--- src/rtl/portb_pkg.sv ---
package portb_pkg;

   typedef enum logic [1:0] {
      ACT_NONE    = 2'd0,
      ACT_FIFO_RD = 2'd1,
      ACT_MBX2_WR = 2'd2,
      ACT_MBX1_RD = 2'd3
   } port_act_e;

   localparam int unsigned SIZE_W   = 2;
   localparam logic [SIZE_W-1:0] SIZE_MBX = 2'b11;

endpackage

--- src/rtl/portb_decode.sv ---
module portb_decode
   import portb_pkg::*;
(
   input  logic              sel_n,
   input  logic              wr_dir,
   input  logic              en,
   input  logic [SIZE_W-1:0] size,
   output port_act_e         act,
   output logic              drive_en,
   output logic              src_mbx
);

   logic mbx_sz;

   always_comb begin
      mbx_sz   = (size == SIZE_MBX);
      drive_en = !sel_n && !wr_dir;
      src_mbx  = drive_en && mbx_sz;
      act      = ACT_NONE;
      if (!sel_n && en) begin
         if (wr_dir) begin
            if (mbx_sz) act = ACT_MBX2_WR;
         end else begin
            act = mbx_sz ? ACT_MBX1_RD : ACT_FIFO_RD;
         end
      end
   end

endmodule

--- src/rtl/portb_mailbox.sv ---
module portb_mailbox #(
   parameter int unsigned W = 36
) (
   input  logic         clk,
   input  logic         rst_n,
   input  logic         put,
   input  logic [W-1:0] put_data,
   input  logic         take,
   output logic [W-1:0] data,
   output logic         full_n
);

   logic accept;

   assign accept = put && full_n;

   always_ff @(posedge clk) begin
      if (!rst_n) begin
         data   <= '0;
         full_n <= 1'b1;
      end else if (accept) begin
         data   <= put_data;
         full_n <= 1'b0;
      end else if (take) begin
         full_n <= 1'b1;
      end
   end

endmodule

--- src/rtl/portb_bus_drive.sv ---
module portb_bus_drive #(
   parameter int unsigned W         = 36,
   parameter bit          IDLE_ZERO = 1'b1
) (
   input  logic         drive_en,
   input  logic         src_mbx,
   input  logic [W-1:0] fifo_q,
   input  logic [W-1:0] mbx_q,
   output logic [W-1:0] bus_out
);

   logic [W-1:0] sel_val;

   assign sel_val = src_mbx ? mbx_q : fifo_q;

   generate
      if (IDLE_ZERO) begin : g_idle_zero
         assign bus_out = drive_en ? sel_val : '0;
      end else begin : g_idle_pass
         assign bus_out = sel_val;
      end
   endgenerate

endmodule

--- src/rtl/portb_access_ctrl.sv ---
module portb_access_ctrl
   import portb_pkg::*;
#(
   parameter int unsigned DATA_W    = 36,
   parameter bit          IDLE_ZERO = 1'b1
) (
   input  logic              clk,
   input  logic              rst_n,
   input  logic              sel_n,
   input  logic              wr_dir,
   input  logic              en,
   input  logic [1:0]        size,
   input  logic              fifo_not_empty,
   input  logic [DATA_W-1:0] fifo_q,
   input  logic [DATA_W-1:0] bus_in,
   output logic [DATA_W-1:0] bus_out,
   output logic              bus_oe,
   output logic              bus_src_mbx,
   output logic              fifo_rd,
   input  logic              mbx1_ld,
   input  logic [DATA_W-1:0] mbx1_din,
   output logic              mbx1_full_n,
   input  logic              mbx2_ack,
   output logic [DATA_W-1:0] mbx2_q,
   output logic              mbx2_full_n
);

   generate
      if (DATA_W < 1) begin : g_bad_width
         $error("portb_access_ctrl: DATA_W must be at least 1");
      end
   endgenerate

   port_act_e         act;
   logic              drive_en;
   logic              src_mbx;
   logic [DATA_W-1:0] mbx1_q;

   portb_decode u_decode (
      .sel_n    (sel_n),
      .wr_dir   (wr_dir),
      .en       (en),
      .size     (size),
      .act      (act),
      .drive_en (drive_en),
      .src_mbx  (src_mbx)
   );

   assign fifo_rd     = (act == ACT_FIFO_RD) && fifo_not_empty;
   assign bus_oe      = drive_en;
   assign bus_src_mbx = src_mbx;

   portb_mailbox #(.W(DATA_W)) u_mbx1 (
      .clk      (clk),
      .rst_n    (rst_n),
      .put      (mbx1_ld),
      .put_data (mbx1_din),
      .take     (act == ACT_MBX1_RD),
      .data     (mbx1_q),
      .full_n   (mbx1_full_n)
   );

   portb_mailbox #(.W(DATA_W)) u_mbx2 (
      .clk      (clk),
      .rst_n    (rst_n),
      .put      (act == ACT_MBX2_WR),
      .put_data (bus_in),
      .take     (mbx2_ack),
      .data     (mbx2_q),
      .full_n   (mbx2_full_n)
   );

   portb_bus_drive #(.W(DATA_W), .IDLE_ZERO(IDLE_ZERO)) u_drive (
      .drive_en (drive_en),
      .src_mbx  (src_mbx),
      .fifo_q   (fifo_q),
      .mbx_q    (mbx1_q),
      .bus_out  (bus_out)
   );

endmodule


--- config.mk ---
export PLATFORM = sky130hd
export DESIGN_NAME = portb_access_ctrl
export DESIGN_NICKNAME = d
export VERILOG_FILES = /design/src/rtl/portb_pkg.sv /design/src/rtl/portb_decode.sv /design/src/rtl/portb_mailbox.sv /design/src/rtl/portb_bus_drive.sv /design/src/rtl/portb_access_ctrl.sv
export SDC_FILE = /design/constraint.sdc
export NUM_CORES = 1
export LEC_CHECK = 0
export ABC_AREA = 1
export BUFFER_PORTS_ARGS = -buffer_cell sky130_fd_sc_hd__buf_2
export CORE_MARGIN = 5
export CORE_UTILIZATION = 28
export DETAILED_ROUTE_END_ITERATION = 12
export GPL_TIMING_DRIVEN = 0
export SYNTH_ARGS = -nofsm -noshare
export SYNTH_HDL_FRONTEND = slang
export SYNTH_HIERARCHICAL = 1
export SYNTH_SLANG_ARGS = --single-unit
--- constraint.sdc ---
create_clock -name clk -period 1.1 [get_ports clk]
set_clock_uncertainty 0.15 [all_clocks]
set_input_delay 0.055 -clock clk [delete_from_list [all_inputs] [get_ports clk]]
set_output_delay 0.055 -clock clk [all_outputs]
set_load 0.03 [all_outputs]
**After elaboration in Yosys (flattened, before gate mapping)**

Cells that the tools add are included.

- Multiplexer cells: 10
- Eq/ne operators: 4
- $add $sub $neg: 0
- Reduce and logical (&&, ||, !) cells: 10
- $lt $le $gt $ge: 0
- $mul: 0
- Shift operators: 0
- Bitwise operators: 0
- Divide/modulo/power cells: 0

Operators by type and width:

| operator | count |
|---|---|
| $mux 36 | 2 |
| $mux 2 | 4 |
| $eq 2x2->1 const B | 3 |
| $logic_and 1x1->1 | 6 |
| $mux 1 | 4 |
| $reduce_bool 2->1 | 2 |
| $eq 2x1->1 const B | 1 |
| $logic_not 1->1 | 2 |

- Output and inout bits: 77
- Bits in read-only memories: 0
- Logic and storage cells: 28
- Memories: 0
- Bits in writable memories: 0
- Flip-flop bits (word level): 74
- Input bits: 118
- Latch bits: 0

**Logic depth before layout (Yosys ltp)**

Gate-level depths: netlist of the first run.

- Depth after elaboration: 7
- Mapped depth: 10
- Depth with buffers taken out: 9

**Hierarchy**

Netlist of the first run, hierarchy kept.

By module, submodules not included:

| module | area each (µm²) | sequential area each (µm²) | instances | cells each |
|---|---|---|---|---|
| portb_mailbox | 1519.0 | 740.7 | 2 | 231 |
| portb_bus_drive | 818.3 | 0.0 | 1 | 192 |
| portb_decode | 33.8 | 0.0 | 1 | 9 |
| portb_access_ctrl | 22.5 | 0.0 | 1 | 6 |

**Least setup slack after synthesis of the first run**

No wires, ideal clock.

- Path kind: input to output
- From: in sel_n
- To: out bus_out[25]
- Stages: 7
- Arrival time: 1.431 ns
- Path slack: -0.536 ns
- Buffers on the path: 2
- Data required time: 0.895 ns
- Path through: inv_2 nand2_1 nor2_1 buf_6 buf_6 nor2_1 nor2_1

- Word-level cells in the longest chain between the ends: 5

RTL lines:

| item | line | RTL |
|---|---|---|
| start, declared | portb_access_ctrl.sv:9 | `input logic sel_n,` |
| $logic_not 1->1 | portb_decode.sv:17 | `drive_en = !sel_n && !wr_dir;` |
| $logic_and 1x1->1 | portb_decode.sv:17 |  |
| $logic_and 1x1->1 | portb_decode.sv:18 | `src_mbx = drive_en && mbx_sz;` |
| via bus_src_mbx | portb_access_ctrl.sv:18 | `output logic bus_src_mbx,` |
| $mux 36 | portb_bus_drive.sv:14 | `assign sel_val = src_mbx ? mbx_q : fifo_q;` |
| $mux 36 | portb_bus_drive.sv:18 | `assign bus_out = drive_en ? sel_val : '0;` |
| end, declared | portb_access_ctrl.sv:16 | `output logic [DATA_W-1:0] bus_out,` |

The timed path passes the listed nets, and every way through them passes these cells.

**Final worst setup path of the first run**

- From: in sel_n
- To: out bus_out[23]

- Word-level cells in the longest chain between the ends: 5

RTL lines:

| item | line |
|---|---|
| $logic_not 1->1 * | portb_decode.sv:17 |
| $logic_and 1x1->1 * | portb_decode.sv:17 |
| $logic_and 1x1->1 | portb_decode.sv:18 |
| $mux 36 | portb_bus_drive.sv:14 |
| $mux 36 * | portb_bus_drive.sv:18 |

Mark *: on every way between the ends. The rest lies on a longest branch, timed or not.

==> results of run 1 <==
## layout make-up
cell class	instances	share of cell area
Multi-Input combinational cell	450	0.329
Tap cell	180	0.0275
Timing Repair Buffer	293	0.306
Sequential cell	74	0.187
Clock buffer	11	0.0296
Inverter	113	0.0542
Clock inverter	5	0.00947
Buffer	34	0.0576
## power groups by stage
stage / registers [W] / clock network [W] / logic [W]
after global placement: 0.00297 / 0 / 0.00148
after global routing: 0.00298 / 0.00342 / 0.00253
after floorplan: 0.00306 / 0 / 0.000915
final: 0.00296 / 0.00321 / 0.00234
after detailed placement: 0.00298 / 0 / 0.00148
after CTS: 0.00294 / 0.00331 / 0.00189
## path summary, 6_finish.rpt
path                    end  slack, ps  depth (start not counted)
max reg2reg  u_mbx2/data[6]       -120                          6
min           u_mbx1/full_n         20                          6
max             bus_out[23]       -190                         10
min reg2reg  u_mbx1/data[4]        360                          4
## routing by layer
layer	vias to the layer above	global-route usage	wire (µm)
met5	-	0	0
met4	0	0.0518	191
met3	13	0.0446	1050
met2	153	0.292	8050
met1	2110	0.185	5730
li1	2502	-	-
## flip-flops by register name, indices dropped and copies added, names as in the netlist
name and flops:
u_mbx1/data 36, u_mbx2/full_n 1, u_mbx2/data 36, u_mbx1/full_n 1
## cell families after synthesis
group                  Yosys count
DFF                             74
buffers and inverters          147
AOI/OAI and AO/OA                2
and+or+nand+nor                446
## cells in the final DEF, fill, tap and decap left out
master	count
clkbuf_8	1
buf_16	3
buf_4	30
dlygate4sd3_1	73
nor2_2	39
dlymetal6s4s_1	1
buf_6	52
nor2_1	112
clkbuf_1	1
nor2_4	70
bufinv_16	2
inv_2	6
o21ai_2	2
buf_2	126
nand2_1	125
nand2_2	86
clkbuf_16	19
dfxtp_2	35
clkinvlp_4	1
buf_12	8
inv_12	1
clkbuf_4	8
dfxtp_4	2
inv_1	105
inv_8	1
nand2_4	12
clkinv_2	2
buf_8	16
nand2_8	4
dfxtp_1	37
## through the flow
stage	setup slack, ps	TNS, ps	cell area (µm²)	total power, W	utilization
finish	-194	-10390	8190	0.00850	0.595
CTS	-198	-7970	7180	0.00813	0.521
global route	-246	-15680	8190	0.00892	0.595
global placement	-342	-19990	5520	0.00445	0.400
detailed placement	-348	-20330	5520	0.00446	0.400
floorplan	-39.4	-1200	4320	0.00398	-
## timing repair
item                       CTS  global route
cloned                       3            12
hold endpoints to repair    73             0
setup endpoints to repair   78           134
hold buffers                74             0
pin swaps                   30            38
gates resized for setup    183           243
buffers inserted             4            10
## worst max-delay path, delay by kind of cell
kind	cells	cell delay, ps
AND/OR/NAND/NOR	5	450
buffers and inverters	5	580
==> summary.txt, run 1 <==
Global route
  • Largest net degree at the start of global routing: 13
  • Vias in the first global route: 4538
  • Global-route usage over all layers: 0.162
  • Antenna violations before repair: 0
  • Total gr overflow: 0
  • First-pass GRT wire length: 21600 µm

Power
  • Clock power frac: 0.377
  • Cell Pwr Density: 1040 mW/mm²
  • Int Power: 0.00603 W
  • Reg power frac: 0.348
  • Leakage: 3.92 nW
  • Sw power: 0.00247 W
  • Sw Share: 0.290
  • Peak supply drop: 770 µV
  • Comb power frac: 0.275

STA
  • Final-report max-slew violation count: 0
  • Final period util: 1.18
  • Unrepaired setup endpoints after global routing: true
  • Hold_ws: 22.0 ps
  • Fin. Hold Viols: 0
  • Slew margin rel.: 0.801
  • Final setup viols: 111
  • Fmax: 0.773 GHz
  • Final worst-path setup slack: -194 ps
  • Transition time at the pin with the least slew margin: 299 ps
  • Final period demand of the worst path: 1290 ps

Floorplanning
  • Core area: 0.0138 mm²
  • Die span in y: 128 µm
  • Die ar.: 0.0164 mm²
  • Row count: 43
  • Die X: 128 µm
  • Initial Util: 0.284
  • Number of top-level pins: 195

Synth
  • Post-synth net total: 787
  • Async S/R FF share, synth: 0
  • Avg Cell Area, Syn: 5.85 µm²
  • Mux share of post-synthesis cell area: 0
  • Syn Inst Count: 669
  • Syn. warnings: 6
  • Sequential share of the synthesized area: 0.379
  • Adder-Cell Fraction of Synth Area: 0
  • Xor/xnor share of the synthesized area: 0
  • Main synth FF type: dfxtp_1
  • Netlist cell types: 11
  • Count leader, synth: nand2_1
  • Simple-Gate Fraction of Synth Area: 0.438
  • Compound-Gate Fraction of Synth Area: 0.00256
  • Post-synth top area cell: dfxtp_1
  • Top cells by count, synth: nand2_1 (223), nor2_1 (211), inv_1 (112)
  • Syn Std Cell Area: 0.00391 mm²
  • Synth area leaders: dfxtp_1 (38%), nand2_1 (21%), nor2_1 (20%), inv_1 (11%), buf_6 (4.6%)
  • Post-synth EDFFs: 0
  • Post-synthesis register bit count: 74
  • Yosys top cell area share: 0.379
  • Largest family of logic cells by synthesized area: simple AND/OR/NAND/NOR gates

Final layout
  • Antenna cells: 0
  • FF+latch area: 0.00153 mm²
  • P&R area growth vs syn: 109%
  • Share of post-route cells with drive strength above 1: 0.537
  • Layout Cells excl Fill: 1160
  • Multi-input logic area: 0.00269 mm²
  • # fillers: 1207
  • Nets@finish: 1093

Route
  • 1st-iter DRT viols: 108
  • Post-DRT Antenna Nets: 0
  • Post-Route WL: 15000 µm
  • Post-DR wirelength/cell: 13.0 µm
  • DRC: 0
  • Vias per std cell: 4.12
  • DR vias: 4778
  • Router iterations before antenna repair: 4

Status
  • Violated checks: negative setup slack
  • Run status: complete, but fails checks

Run
  • Max cap viols: 0

Setup path
  • WP data required: 890 ps
  • WS Path Type: in2out
  • Slowest-stage cell, CP: nor2_4
  • Worst path cell trace: buf_8 -> inv_8 -> nand2_4 -> nor2_4 -> buf_12 -> buf_6 -> nand2_1 -> nand2_1 -> nor2_4 -> buf_6
  • Startpoint Class: input port
  • Crit. Startpoint: sel_n
  • Crit. End Element: output port
  • Slowest stage delay, CP: 180 ps
  • RR Startpoint: u_mbx2/full_n
  • Arrival time at the worst endpoint: 1090 ps
  • Crit Path Max Fanout: 10

Placed design
  • Placed instance count: 1042
  • RD Place Congestion: 0.725
  • Final HPWL DP: 9050 µm
  • Port bufs: 193

Clocking
  • Skew-Pair Late Insertion Delay: 330 ps
  • H-tree lvl count: 3
  • Clock sinks: 74
  • CTS tree: yes
  • Max clock buf depth: 2
  • Number of CTS-inserted buffers: 9
  • Clock slew at reported path FFs: 60 ps
  • Root buffer cell: clkbuf_16

Min path
  • Hold path start: wr_dir
  • Hold WC Path Type: in2reg
Power figures use the tool's default switching activity.
==> run 2, diff against run 1 <==
--- a/config.mk
+++ b/config.mk
@@ -5,7 +5,7 @@
 export SDC_FILE = /design/constraint.sdc
 export NUM_CORES = 1
 export LEC_CHECK = 0
-export ABC_AREA = 1
+export ABC_AREA = 0
 export BUFFER_PORTS_ARGS = -buffer_cell sky130_fd_sc_hd__buf_2
 export CORE_MARGIN = 5
 export CORE_UTILIZATION = 28
==> constraint.sdc (replaced) <==
create_clock -name clk -period 1.4 [get_ports clk]
set_clock_uncertainty 0.15 [all_clocks]
set_input_delay 0.07 -clock clk [delete_from_list [all_inputs] [get_ports clk]]
set_output_delay 0.07 -clock clk [all_outputs]
set_load 0.03 [all_outputs]
==> summary.txt, run 2 <==
STA
  • Final-report max-slew violation count: 0 (unchanged)
  • Unrepaired setup endpoints after global routing: true
  • Final period util: 1.08
  • Transition time at the pin with the least slew margin: 448 ps (+149 ps)
  • Fin. Hold Viols: 0 (unchanged)
  • Final period demand of the worst path: 1510 ps
  • Setup_tns: -3060 ps (+7330 ps)
  • Slew margin rel.: 0.702 (-0.0993)
  • Final worst-path setup slack: -109 ps (+84.8 ps)
  • Fmax: 0.663 GHz
  • Final setup viols: 36 (-68%)

Placed design
  • Post-DP Area: 0.00502 mm² (-8.9%)
  • RD Place Congestion: 0.874 (+20%)
  • Final HPWL DP: 9780 µm (+8.0%)
  • Port bufs: 192 (-0.52%)

Synth
  • Yosys top cell area share: 0.396 (+0.0170)
  • Avg Cell Area, Syn: 8.87 µm² (+52%)
  • Syn. warnings: 6 (unchanged)
  • Syn Std Cell Area: 0.00374 mm² (-4.3%)
  • Post-synth top area cell: dfxtp_1
  • Top cells by count, synth: dfxtp_1 (74), nand2_1 (72), nand4_1 (72)
  • Syn Inst Count: 422 (-37%)
  • Post-synth net total: 540 (-31%)
  • Main synth FF type: dfxtp_1
  • Post-synth EDFFs: 0 (unchanged)
  • Netlist cell types: 21 (+10)
  • Sequential share of the synthesized area: 0.396 (+0.0170)
  • Post-synthesis register bit count: 74 (unchanged)
  • Count leader, synth: dfxtp_1
  • Synth area leaders: dfxtp_1 (40%), nand4_1 (12%), o21ai_2 (11%), mux2i_1 (9.6%), nand2_1 (7.2%)
  • Async S/R FF share, synth: 0 (unchanged)

Setup path
  • Crit. End Element: output port
  • Crit Path Max Fanout: 8 (-2)
  • WS Path Type: in2out
  • WP data required: 1180 ps (+290 ps)
  • Startpoint Class: input port
  • Arrival time at the worst endpoint: 1290 ps (+200 ps)

Power
  • Sw Share: 0.253 (-0.0370)
  • Reg power frac: 0.369 (+0.021)
  • Peak supply drop: 390 µV (-49%)
  • Cell Pwr Density: 923 mW/mm² (-11%)
  • Comb power frac: 0.199 (-0.076)
  • Sw power: 0.00155 W (-37%)
  • Int Power: 0.00458 W (-24%)
  • Clock power frac: 0.432 (+0.055)
  • Leakage: 2.81 nW (-29%)

Final layout
  • Most frequent cells in the layout: buf_2 (164), dlygate4sd3_1 (75), dfxtp_1 (74)
  • Largest regs: u_mbx1/data x36, u_mbx2/data x36
  • Nets@finish: 823 (-25%)
  • # fillers: 1203 (-0.33%)
  • Most common cell after layout, fill and taps aside: buf_2
  • Share of post-route cells with drive strength above 1: 0.518 (-0.0191)
  • Fin area: 0.00665 mm² (-19%)
  • Antenna cells: 0 (unchanged)
  • P&R area growth vs syn: 77.5%

Floorplanning
  • Row count: 42 (-2.3%)
  • Die X: 126 µm (-2.0%)
  • Number of top-level pins: 195 (unchanged)
  • Die span in y: 126 µm (-2.0%)
  • Core area: 0.0132 mm² (-4.2%)
  • Initial Util: 0.284 (about the same)
  • Die ar.: 0.0158 mm² (-4.0%)

Run
  • Max cap viols: 0 (unchanged)

Global route
  • Antenna violations before repair: 0 (unchanged)
  • Largest net degree at the start of global routing: 13 (unchanged)
  • First-pass GRT wire length: 22300 µm (+3.3%)
  • Total gr overflow: 0 (unchanged)
  • Vias in the first global route: 4389 (-3.3%)
  • Global-route usage over all layers: 0.172 (+0.00963)

Clocking
  • Number of CTS-inserted buffers: 9 (unchanged)
  • Max clock buf depth: 2 (unchanged)
  • CTS tree: yes
  • Root buffer cell: clkbuf_16
  • H-tree lvl count: 3 (unchanged)
  • Clock slew at reported path FFs: 50 ps (about the same)
  • Skew-Pair Late Insertion Delay: 320 ps (about the same)
  • Clock sinks: 74 (unchanged)

Route
  • Vias per std cell: 4.86 (+18%)
  • Router iterations before antenna repair: 6 (+2)
  • DRC: 0 (unchanged)
  • DR vias: 4305 (-9.9%)
  • 1st-iter DRT viols: 263 (+140%)
  • Post-DRT Antenna Nets: 0 (unchanged)
  • Post-DR wirelength/cell: 16.1 µm (+24%)
  • Post-Route WL: 14300 µm (-5.1%)

Status
  • Violated checks: negative setup slack
  • Run status: complete, but fails checks

Min path
  • Hold WC Path Type: in2reg
==> run 2: cell types whose count changed after synthesis, sizes merged, moves of 3 or more <==
cell	change
and2	+3
o21ai	+72
nand2	-153
inv	-113
nor2	-218
clkbuf	+21
mux2i	+36
buf	-8
nand4	+72
nor2b	+36
==> run 2: area by class of cell <==
class / instances / area, µm² / share of cell area
Multi-Input combinational cell: 301 / 2220 / 0.334
Timing Repair Buffer: 272 / 2030 / 0.306
Sequential cell: 74 / 1480 / 0.223
Buffer: 47 / 354 / 0.0533
Clock buffer: 10 / 239 / 0.0359
Tap cell: 176 / 220 / 0.0331
Clock inverter: 5 / 103 / 0.0154
==> run 2: routing by layer <==
layer	share of wire	vias up	track usage
met4	0.022	0	0.0695
met2	0.49	209	0.301
met5	0	-	0
met1	0.39	1995	0.196
li1	-	2075	-
met3	0.092	26	0.0517
==> run 2: timing repair <==
item | 4_1_cts | 5_1_grt
hold endpoints to repair | 73 | 0
cloned | 2 | 1
pin swaps | 1 | 1
endpoints found under the setup margin | 36 | 110
resized for setup | 86 | 65
hold buffers | 75 | 0
setup buffers | 4 | 0
==> run 2: logic make-up (layout without fill, tap and decap cells) <==
kind of cell	Yosys count	after routing	share of synthesized area
AO/OA/AOI/OAI	74	74	0.145
buffers and inverters	47	334	0.0875
flip-flops	74	74	0.396
multiplexers	36	36	0.0962
AND/OR/NAND/NOR	191	191	0.276
==> run 2: path summary, 6_finish.rpt <==
path,start,end,slack (ps),cells after the start
worst max register to register,u_mbx1/full_n,u_mbx1/data[28],90,4
worst min register to register,u_mbx2/data[25],u_mbx2/data[25],310,2
worst min-delay path,wr_dir,u_mbx1/full_n,130,5
worst max-delay path,sel_n,bus_out[17],-110,7
==> run 2: power by group through the flow <==
stage                     combinational [W]  clock [W]  sequential [W]
after global routing                0.00130    0.00281         0.00227
after floorplan                    0.000516          0         0.00233
final                               0.00122    0.00265         0.00227
after CTS                           0.00116    0.00271         0.00226
after global placement             0.000884          0         0.00229
after detailed placement           0.000899          0         0.00230
==> run 2: per-stage QoR <==
step | total power (W) | hold slack [ps] | worst slack [ps] | util | cells
2_1_floorplan | 0.00284 | 63.3 | 1.14 | - | 422
3_3_place_gp | 0.00318 | 150 | -290 | 0.381 | 790
3_5_place_dp | 0.00320 | 165 | -330 | 0.381 | 790
4_1_cts | 0.00613 | 111 | -153 | 0.493 | 886
5_1_grt | 0.00638 | 177 | -149 | 0.504 | 885
6_report | 0.00614 | 126 | -109 | 0.504 | 885
==> run 2: critical path: stages <==
cell and delay, ps:
buf_8 100, and4bb_4 360, buf_12 160, buf_12 150, mux2i_4 230, nor2b_2 70
buf_6 140
